## src/rtl/rdx_pkg.sv

```systemverilog
package rdx_pkg;

   typedef enum logic [2:0] {
      ST_IDLE = 3'd0,
      ST_SUM  = 3'd1,
      ST_POS  = 3'd2,
      ST_NEG  = 3'd3,
      ST_DONE = 3'd4
   } rdx_state_t;

endpackage

```

## src/rtl/rdx_adv_unit.sv

```systemverilog
module rdx_adv_unit #(
   parameter int NCOMP = 7,
   parameter int QW    = 16,
   localparam int AW   = QW + 1
) (
   input  logic [NCOMP*QW-1:0]       qa_flat,
   input  logic [NCOMP*QW-1:0]       qb_flat,
   output logic [NCOMP-1:0][AW-1:0]  adv,
   output logic [NCOMP-1:0][AW-1:0]  mag,
   output logic [NCOMP-1:0]          is_pos,
   output logic [NCOMP-1:0]          is_neg
);

   for (genvar g = 0; g < NCOMP; g++) begin : g_comp
      logic [QW-1:0] a_q, b_q;
      logic [AW-1:0] diff;
      assign a_q  = qa_flat[g*QW +: QW];
      assign b_q  = qb_flat[g*QW +: QW];
      // guard bit: sign-extend both operands by one bit
      assign diff = {a_q[QW-1], a_q} - {b_q[QW-1], b_q};
      assign adv[g]    = diff;
      assign is_neg[g] = diff[AW-1];
      assign is_pos[g] = !diff[AW-1] && (diff != '0);
      assign mag[g]    = diff[AW-1] ? (~diff + 1'b1) : diff;
   end

endmodule

```

## src/rtl/rdx_pick.sv

```systemverilog
module rdx_pick #(
   parameter int NCOMP = 7,
   parameter int MW    = 17,
   localparam int IW   = (NCOMP > 1) ? $clog2(NCOMP) : 1
) (
   input  logic [NCOMP-1:0]          elig,
   input  logic [NCOMP-1:0][MW-1:0]  mag,
   output logic                      found,
   output logic [IW-1:0]             idx,
   output logic [MW-1:0]             best
);

   // strict greater-than keeps the lowest index on equal magnitudes
   always_comb begin
      found = 1'b0;
      idx   = '0;
      best  = '0;
      for (int i = 0; i < NCOMP; i++) begin
         if (elig[i] && (!found || (mag[i] > best))) begin
            found = 1'b1;
            idx   = IW'(i);
            best  = mag[i];
         end
      end
   end

endmodule

```

## src/rtl/rdx_explain_engine.sv

```systemverilog
module rdx_explain_engine
   import rdx_pkg::*;
#(
   parameter int NCOMP = 7,
   parameter int QW    = 16,
   localparam int AW   = QW + 1,
   localparam int IW   = $clog2(NCOMP),
   localparam int SW   = AW + $clog2(NCOMP) + 1
) (
   input  logic                  clk,
   input  logic                  rst_n,
   input  logic                  start,
   input  logic [NCOMP*QW-1:0]   q_a,
   input  logic [NCOMP*QW-1:0]   q_b,
   output logic                  busy,
   output logic                  done,
   output logic                  prefer,
   output logic [NCOMP-1:0]      pos_mask,
   output logic [NCOMP-1:0]      neg_mask,
   output logic                  necessary
);

   if (NCOMP < 2) begin : g_bad_ncomp
      $error("rdx_explain_engine: NCOMP must be at least 2");
   end
   if (QW < 2) begin : g_bad_qw
      $error("rdx_explain_engine: QW must be at least 2");
   end

   rdx_state_t               state;
   logic [NCOMP*QW-1:0]      qa_r, qb_r;
   logic [IW-1:0]            idx_r;
   logic signed [SW-1:0]     tot_r;
   logic [SW-1:0]            dis_r, psum_r, nsum_r;
   logic [AW-1:0]            pmin_r;
   logic [NCOMP-1:0]         pos_mask_r, neg_mask_r;
   logic                     prefer_r, nec_r;

   logic [NCOMP-1:0][AW-1:0] adv, mag;
   logic [NCOMP-1:0]         is_pos, is_neg;

   rdx_adv_unit #(.NCOMP(NCOMP), .QW(QW)) u_adv (
      .qa_flat (qa_r),
      .qb_flat (qb_r),
      .adv     (adv),
      .mag     (mag),
      .is_pos  (is_pos),
      .is_neg  (is_neg)
   );

   logic          p_found, n_found;
   logic [IW-1:0] p_idx, n_idx;
   logic [AW-1:0] p_mag, n_mag;

   rdx_pick #(.NCOMP(NCOMP), .MW(AW)) u_pick_pos (
      .elig  (is_pos & ~pos_mask_r),
      .mag   (mag),
      .found (p_found),
      .idx   (p_idx),
      .best  (p_mag)
   );

   rdx_pick #(.NCOMP(NCOMP), .MW(AW)) u_pick_neg (
      .elig  (is_neg & ~neg_mask_r),
      .mag   (mag),
      .found (n_found),
      .idx   (n_idx),
      .best  (n_mag)
   );

   // sequential accumulation: one component per cycle
   logic [AW-1:0]        adv_sel, mag_sel;
   logic                 neg_sel;
   logic signed [SW-1:0] tot_nx;
   logic [SW-1:0]        psum_nx, nsum_nx, v_val;

   always_comb begin
      adv_sel = adv[idx_r];
      mag_sel = mag[idx_r];
      neg_sel = is_neg[idx_r];
      tot_nx  = tot_r + {{(SW-AW){adv_sel[AW-1]}}, adv_sel};
      psum_nx = psum_r + SW'(p_mag);
      nsum_nx = nsum_r + SW'(n_mag);
      v_val   = psum_r - SW'(pmin_r);
   end

   always_ff @(posedge clk or negedge rst_n) begin
      if (!rst_n) begin
         state      <= ST_IDLE;
         qa_r       <= '0;
         qb_r       <= '0;
         idx_r      <= '0;
         tot_r      <= '0;
         dis_r      <= '0;
         psum_r     <= '0;
         nsum_r     <= '0;
         pmin_r     <= '0;
         pos_mask_r <= '0;
         neg_mask_r <= '0;
         prefer_r   <= 1'b0;
         nec_r      <= 1'b0;
      end else begin
         unique case (state)
            ST_IDLE: begin
               if (start) begin
                  qa_r       <= q_a;
                  qb_r       <= q_b;
                  idx_r      <= '0;
                  tot_r      <= '0;
                  dis_r      <= '0;
                  psum_r     <= '0;
                  nsum_r     <= '0;
                  pmin_r     <= '0;
                  pos_mask_r <= '0;
                  neg_mask_r <= '0;
                  prefer_r   <= 1'b0;
                  nec_r      <= 1'b0;
                  state      <= ST_SUM;
               end
            end
            ST_SUM: begin
               tot_r <= tot_nx;
               if (neg_sel) dis_r <= dis_r + SW'(mag_sel);
               if (idx_r == IW'(NCOMP-1)) begin
                  prefer_r <= (tot_nx > 0);
                  state    <= ST_POS;
               end else begin
                  idx_r <= idx_r + 1'b1;
               end
            end
            ST_POS: begin
               if (p_found) begin
                  pos_mask_r[p_idx] <= 1'b1;
                  psum_r            <= psum_nx;
                  pmin_r            <= p_mag;
                  if (psum_nx > dis_r) state <= ST_NEG;
               end else if (pos_mask_r == '0) begin
                  state <= ST_DONE;
               end else begin
                  state <= ST_NEG;
               end
            end
            ST_NEG: begin
               if (n_found) begin
                  neg_mask_r[n_idx] <= 1'b1;
                  nsum_r            <= nsum_nx;
                  if (nsum_nx > v_val) begin
                     nec_r <= 1'b1;
                     state <= ST_DONE;
                  end
               end else begin
                  neg_mask_r <= '0;
                  state      <= ST_DONE;
               end
            end
            ST_DONE: state <= ST_IDLE;
            default: state <= ST_IDLE;
         endcase
      end
   end

   assign busy      = (state != ST_IDLE);
   assign done      = (state == ST_DONE);
   assign prefer    = prefer_r;
   assign pos_mask  = pos_mask_r;
   assign neg_mask  = neg_mask_r;
   assign necessary = nec_r;


   done_pulse_chk: assert property (@(posedge clk) disable iff (!rst_n)
      done |=> !done);


   restart_guard_chk: assert property (@(posedge clk) disable iff (!rst_n)
      (state == ST_SUM && idx_r == '0) |-> $past(state) == ST_IDLE);


   disjoint_sets_chk: assert property (@(posedge clk) disable iff (!rst_n)
      done |-> (pos_mask & neg_mask) == '0);


   prefer_has_pos_chk: assert property (@(posedge clk) disable iff (!rst_n)
      (done && prefer) |-> pos_mask != '0);


   necessary_match_chk: assert property (@(posedge clk) disable iff (!rst_n)
      done |-> (necessary == (neg_mask != '0)));


   descending_pick_chk: assert property (@(posedge clk) disable iff (!rst_n)
      (state == ST_POS && p_found && pos_mask_r != '0) |-> p_mag <= pmin_r);


   empty_pos_chk: assert property (@(posedge clk) disable iff (!rst_n)
      (done && pos_mask == '0) |-> (!prefer && !necessary && neg_mask == '0));

endmodule

```

## config.mk

```make
export PLATFORM = sky130hd
export DESIGN_NAME = rdx_explain_engine
export DESIGN_NICKNAME = d
export VERILOG_FILES = /design/src/rtl/rdx_pkg.sv /design/src/rtl/rdx_adv_unit.sv /design/src/rtl/rdx_pick.sv /design/src/rtl/rdx_explain_engine.sv
export SDC_FILE = /design/constraint.sdc
export NUM_CORES = 2
export LEC_CHECK = 0
export BUFFER_PORTS_ARGS = -buffer_cell sky130_fd_sc_hd__buf_4
export CAP_MARGIN = 20
export CORE_AREA = 2 2 386 388
export CTS_BUF_LIST = sky130_fd_sc_hd__clkbuf_4 sky130_fd_sc_hd__clkbuf_8
export DETAILED_ROUTE_END_ITERATION = 10
export DIE_AREA = 0 0 388 390
export SYNTH_ARGS = -nofsm -noshare
export SYNTH_HDL_FRONTEND = slang
export SYNTH_SLANG_ARGS = --single-unit
```

## constraint.sdc

```tcl
create_clock -name clk -period 48.9 [get_ports clk]
set_input_delay 7.335 -clock clk [delete_from_list [all_inputs] [get_ports clk]]
set_output_delay 7.335 -clock clk [all_outputs]
set_load 0.03 [all_outputs]
```

Word-level counts from Yosys, hierarchy flattened
Index checks and enable logic that the tools add are counted.

Eq/ne operators: 14. Multiplexer cells: 90. Add/subtract/negate cells: 20. Bitwise gates (word level): 13. $lt $le $gt $ge: 20. Reduce and logical (&&, ||, !) cells: 75.

Operators with widths (count): $mux W17 (25); $gt A17 B17 Y1 (12); $pmux W21 S2 (4); $add A17 B1 Y17 const B (7); $not A17 Y17 (7); $reduce_bool A17 Y1 (7); $sub A16 B16 Y17 (7); $bmux W17 S3 (2); $mux W21 (4); $add A21 B17 Y21 (3); $mux W3 (15); $gt A21 B21 Y1 (2); $pmux W17 S2 (1); $pmux W7 S2 (2); $mux W1 (23); $add A21 B21 Y21 (1); $gt A21 B1 Y1 const B (1); $logic_and A1 B1 Y1 (21); $mux W7 (3); $sub A21 B17 Y21 (1); $logic_not A1 Y1 (19); $reduce_and A3 Y1 (5); $and A7 B7 Y7 (2); $ne A2 B2 Y1 const B (7); other kinds (22) (51).

Logic and storage cells: 245. Flip-flop bits (word level): 347. Input port bits: 227.

Depth between registers and ports, before layout
Depth in word-level cells: 36. Depth in mapped cells: 116. Depth with buffers taken out: 110.

Hierarchy
Synthesis repeated with hierarchy kept, for this count alone.

Cell total of the unflattened synthesis: 4840. Area total of the unflattened synthesis: 37617.3 um2.

By module, submodules not included: rdx_explain_engine (instances 1, cells each 2421, sequential area each 8683.3 um2, area each 20714.9 um2); rdx_adv_unit (instances 1, cells each 1231, sequential area each 0.0 um2, area each 8167.8 um2); rdx_pick at u_pick_pos (instances 1, cells each 618, sequential area each 0.0 um2, area each 4586.9 um2); rdx_pick at u_pick_neg (instances 1, cells each 570, sequential area each 0.0 um2, area each 4147.7 um2).

Least setup slack after synthesis
Ideal clock, no wire load.

Path type: register -> register. From: register qa_r[16]. To: register state[1]. Setup time: 118 ps. Period minus slack after synthesis: 20120 ps. Data arrival time: 20002 ps. Path slack: 28780 ps. Stages on the path, launching flop included: 112. Path through: dfrtp_1 > inv_1 > ha_1 > inv_1 > fa_1 > a21o_1 > a221oi_2 > nor4_2 > o41a_1 > or2_1 > clkbuf_1 > buf_2 > nor2_1 > xnor2_1 > ha_1 > o21a_1 > o21a_1 > o21ai_0 > (+76 left out) > o21ai_0 > a21boi_0 > o21ai_0 > a21boi_0 > o21ai_0 > a21boi_0 > o31ai_1 > a211o_1 > a31oi_1 > o2111ai_1 > xnor2_1 > ha_1 > nand4_1 > a21o_1 > a21oi_1 > a2bb2oi_1 > o211ai_4 > a21o_1.

Longest elaborated chain between the ends: 32. Elaborated cells on any way between the ends: 89. Classes of those cells: add/sub: 4; order compare: 14; eq/ne: 2; mux: 28; bitwise: 3; reduce/logical: 38.

RTL lines: start: declaration (RTL line rdx_explain_engine.sv:31) `logic [NCOMP*QW-1:0] qa_r, qb_r;`; start signal: assignment (RTL line rdx_explain_engine.sv:106) `qa_r <= q_a;`; $sub A16 B16 Y17 * (RTL line rdx_adv_unit.sv:20) `assign diff = {a_q[QW-1], a_q} - {b_q[QW-1], b_q};`; $not A17 Y17 (RTL line rdx_adv_unit.sv:24) `assign mag[g] = diff[AW-1] ? (~diff + 1'b1) : diff;`; $add A17 B1 Y17 (RTL line rdx_adv_unit.sv:24); $mux W17 (RTL line rdx_adv_unit.sv:24); $gt A17 B17 Y1 (RTL line rdx_pick.sv:19) `if (elig[i] && (!found || (mag[i] > best))) begin`; $logic_or A1 B1 Y1 (RTL line rdx_pick.sv:19); $logic_and A1 B1 Y1 (RTL line rdx_pick.sv:19); $mux W17 or $mux W1 (tied branches) (RTL line rdx_pick.sv:19); (+16 left out); $gt A17 B17 Y1 or $logic_not A1 Y1 (tied branches) (RTL line rdx_pick.sv:19); $logic_or A1 B1 Y1 (RTL line rdx_pick.sv:19); $logic_and A1 B1 Y1 (RTL line rdx_pick.sv:19); $mux W17 (RTL line rdx_pick.sv:19); $add A21 B17 Y21 (on tied branches) (RTL line rdx_explain_engine.sv:83, rdx_explain_engine.sv:82); $gt A21 B21 Y1 (on tied branches) (RTL line rdx_explain_engine.sv:147, rdx_explain_engine.sv:136); $ne A3 B3 Y1 (no source line); $reduce_and A4 Y1 (no source line); end signal: assignment (RTL line rdx_explain_engine.sv:89) `state <= ST_IDLE;`; end signal: assignment (RTL line rdx_explain_engine.sv:149) `state <= ST_DONE;`; end signal: assignment (RTL line rdx_explain_engine.sv:153) `state <= ST_DONE;`; end: declaration (RTL line rdx_explain_engine.sv:30) `rdx_state_t state;`.

Mark *: on every way between the ends. The rest lies on a longest branch, timed or not. A chain may end at the register's enable or synchronous reset.

Worst setup path after layout
Same ends and word-level chain as after synthesis.

==> results <==
- The portion of the post-synthesis area used by sequential elements is a little under a quarter.
- The final net count is around 5,500.
- The class of the worst hold path is register to register.
- The top cell type's share of synthesized area is a little under a quarter.
- For this run, the slowest stage of the critical path takes ~0.85 ns.
- The post-route antenna net violation count is 0.
- The global-route track usage on met3 is 3.16%.
- The number of rows created at floorplan is 141.
- The slowest stage of the critical path is the a311oi_4 cell.
- In this run the cell area measured after placement is between 40,000 and 50,000 um^2.
- The post-layout instance area is between 40,000 and 50,000 um^2.
- In the final routed layout, each cell accounts on average for between 20 and 25 um.
- For this run, the number of standard cells in the final layout without fillers is between 6,000 and 7,000.
- In the final timing run, aggregate negative setup slack is 0 ns.
- The number of design-rule violations left by the first detailed-router iteration is just over 3,000.
- Across the run, the number of max-cap violations was 0.
- The count of buffer and inverter cells on the critical path is 8.
- The pin slew with the least headroom to its limit is approximately 1.2 ns.
- The effective utilization at floorplan is around a quarter.
- The worst hold path was traced through 2 stages.
- The worst setup path is captured at a register.
- The TritonCTS clock tree is yes.
- Summed over all instances, the cell type with the most area after synthesis is dfrtp_1.
- The area growth from synthesis to layout is 15.0%.
- The cell with the most instances after synthesis is nand2_1.
- The smallest clock period supported by the final layout is computed as approximately 26 ns.
- The gate count after technology mapping is 4,585.
- The final wirelength is between 100,000 and 150,000 um.
- The worst setup path is launched from a register.
- The clock sink count is around 350.
- Yosys mapped a number of flops with a built-in enable equal to 0.
- Global routing finished with a remaining overflow of 0.
- The most used routing layer is met2.
- The cell family contributing the most delay on the critical path is compound AO/OA/AOI/OAI gates.
- For this run, the number of Yosys warnings is 0.
- In this run, post-CTS repair resized a total of 0 instances.
- The global-route usage over all layers is roughly a fifth.
- In the global route stage, met2 resource usage came out at between 20 and 30%.
- The final route contains about 35,000 vias.
- In the synthesized netlist the async set-or-reset flop fraction comes to 100%.
- Before antenna repair, the detailed router went through 6 iterations.
- The fmax is around 38 MHz.
- The number of clock buffers added by TritonCTS is between 60 and 70.
- The via count of the first global-routing pass is around 34,000.
- In this run the worst path has a maximum fanout of 44.
- Data on the critical path is required at its endpoint by ~50 ns.
- The final weighted congestion in routability-driven placement is just over 1.
- The critical path depth is roughly 100.
- The fill cell instance count of the final layout is 16,100.
- The via density per instance is between 5 and 6.
- The port buffer count is between 200 and 250.
- The largest buffer count on any clock path is 3.
- Setup repair after global routing left no endpoint under its margin.
- The maximum number of pins on one net before global-route repair is ~220.
- The die boundary width is 388 um.
- Each instance of the synthesized netlist takes up on average between 7 and 8 um^2.
- The data arrival time of the critical path is 26.84 ns.
- The number of pins with negative max-slew slack in the final report came to 0.
- Across the routed clock network, the largest skew measured is 0.0577 ns.
- The predominant post-synthesis flop cell is dfrtp_1.
- The wire-length estimate of the detail-placed layout is ~120,000 um.
- In this design, the critical path's most frequently occurring cell is o21a_1.
- The top-level port count is around 250.
- The clock insertion delay at the later pin of the skew report is 0.80 ns.
- The first-pass GRT wire length is around 220,000 um.
- In the routed design, unresolved DRC markers number 0.
- In this run the post-CTS setup repair buffer count came out at 0.
- The clock root buffer is clkbuf_8.
- In this run, distinct cell masters in the synthesized netlist total approximately 130.
- The clock-pin slew of the registers on the worst-case setup and hold paths is around 0.060 ns.
- The cell area after synthesis is ~37,000 um^2.
- The fraction of layout cells with a size suffix above 1 is roughly an eighth.
- The number of hold violations in the final report came to 0.
- The initial antenna violation count is 5.
- Global routing consumed, on the met1 layer, between 20% and 30% of the routing resources.
- The number of cells on the worst reg-to-reg path is between 100 and 150.
- The flow ran to the end, and the final reports show no timing, DRC or antenna violations.
- After detailed placement, the design holds a cell count of about 6,700.
- In the finished design, the share of the clock period the worst path needs comes to a little over half.
- The max-slew headroom at the worst pin is between 10% and 20%.
- The commonest cells after synthesis are nand2_1 (749), ha_1 (457), dfrtp_1 (347), inv_1 (329), o21ai_0 (312).
- By area the synthesized netlist is led by dfrtp_1 (24%), ha_1 (16%), nand2_1 (7.7%).
- The number of hold buffers added after CTS was 0.
- The floorplan die height is slightly below 400 um.
- The number of setup violations in the final report is 0.
- The die area is between 150,000 and 200,000 um^2.
- The post-synthesis sequential element count is roughly 350.
- The total area inside the core boundary comes to between 100,000 and 150,000 um^2.
- The worst setup path is of the register to register kind.
- CTS built an H-tree with a depth of 3.
## kinds of logic (layout without fill, tap and decap cells)
group | count (synthesis) | count (layout) | share of synthesized area (%)
mux | 129 | 129 | 4.59
flops | 347 | 347 | 23.7
fa+ha+maj | 469 | 469 | 16.3
other cells | 2 | 10 | 0.0205
xor+xnor | 244 | 244 | 5.89
simple gates | 1620 | 1620 | 20.6
compound gates | 1263 | 1263 | 23.5
buf+inv | 511 | 755 | 5.49
## stage by stage
step                      hold WS, ns  util, %  worst slack (ns)
after floorplan                 0.450        -             28.78
final                           0.480     28.6             22.75
after detailed placement        0.470     27.7             23.36
after global placement          0.466     27.7             23.04
after global routing            0.502     28.6             21.22
after CTS                       0.485     28.6             23.34
## worst paths after layout
check	from	endpoint	slack [ns]
setup / recovery	qa_r[16]	state[1]	22.75
hold / removal	qb_r[64]	qb_r[64]	0.48
setup reg to reg	qa_r[16]	state[1]	22.75
min in group asynchronous	rst_n	qb_r[41]	6.62
max in group asynchronous	rst_n	qa_r[89]	39.93
hold reg to reg	qb_r[64]	qb_r[64]	0.48
## cell type report
| type | count | area (um^2) | area share, % |
|---|---|---|---|
| multi-input combinational | 3732 | 26000 | 61.7 |
| antenna | 3 | 7.51 | 0.0178 |
| timing repair buffer | 315 | 2380 | 5.66 |
| sequential | 347 | 8690 | 20.6 |
| clock inverter | 20 | 248 | 0.588 |
| tap | 1930 | 2410 | 5.73 |
| clock buffer | 89 | 1140 | 2.70 |
| inverter | 331 | 1240 | 2.95 |
## worst reg2reg max path, delay by kind of cell, from the launching register on
family                   cells  cell delay (ns)
AO/OA/AOI/OAI               62            13.18
XOR/XNOR                     2             1.02
adder cells (fa/ha/maj)     10             3.31
buffers and inverters        8             2.04
flip-flops                   1             0.36
multiplexers                 4             1.94
AND/OR/NAND/NOR             16             4.20
## cells in the final DEF, fill, tap and decap left out, drive strengths merged, types with 55 or more instances in the layout
| cell type | count |
|---|---|
| xor2 | 74 |
| xnor2 | 169 |
| nand3 | 87 |
| ha | 457 |
| o21a | 97 |
| inv | 333 |
| nor3 | 109 |
| a21o | 131 |
| o21ai | 327 |
| clkbuf | 90 |
| buf | 314 |
| mux2i | 63 |
| nand2 | 749 |
| nand4 | 64 |
| nor2 | 305 |
| nor2b | 55 |
| dfrtp | 347 |
| a21oi | 251 |
## routing by layer
metal / up-vias / share of wire, %
met5: - / 0.0095
met4: 4 / 5.9
met3: 325 / 6.5
met2: 1281 / 44
met1: 16900 / 44
li1: 16800 / -
## state kept, by name, indices dropped and copies added (netlist names)
register,cells
qa_r,112
qb_r,112
dis_r,21
nsum_r,21
psum_r,21
tot_r,21
pmin_r,17
neg_mask,7
pos_mask,7
idx_r,3
state,3
necessary,1
prefer,1
Power is not shown: default switching activity piles up to over one toggle a cycle in this logic, so the estimate is an artifact.
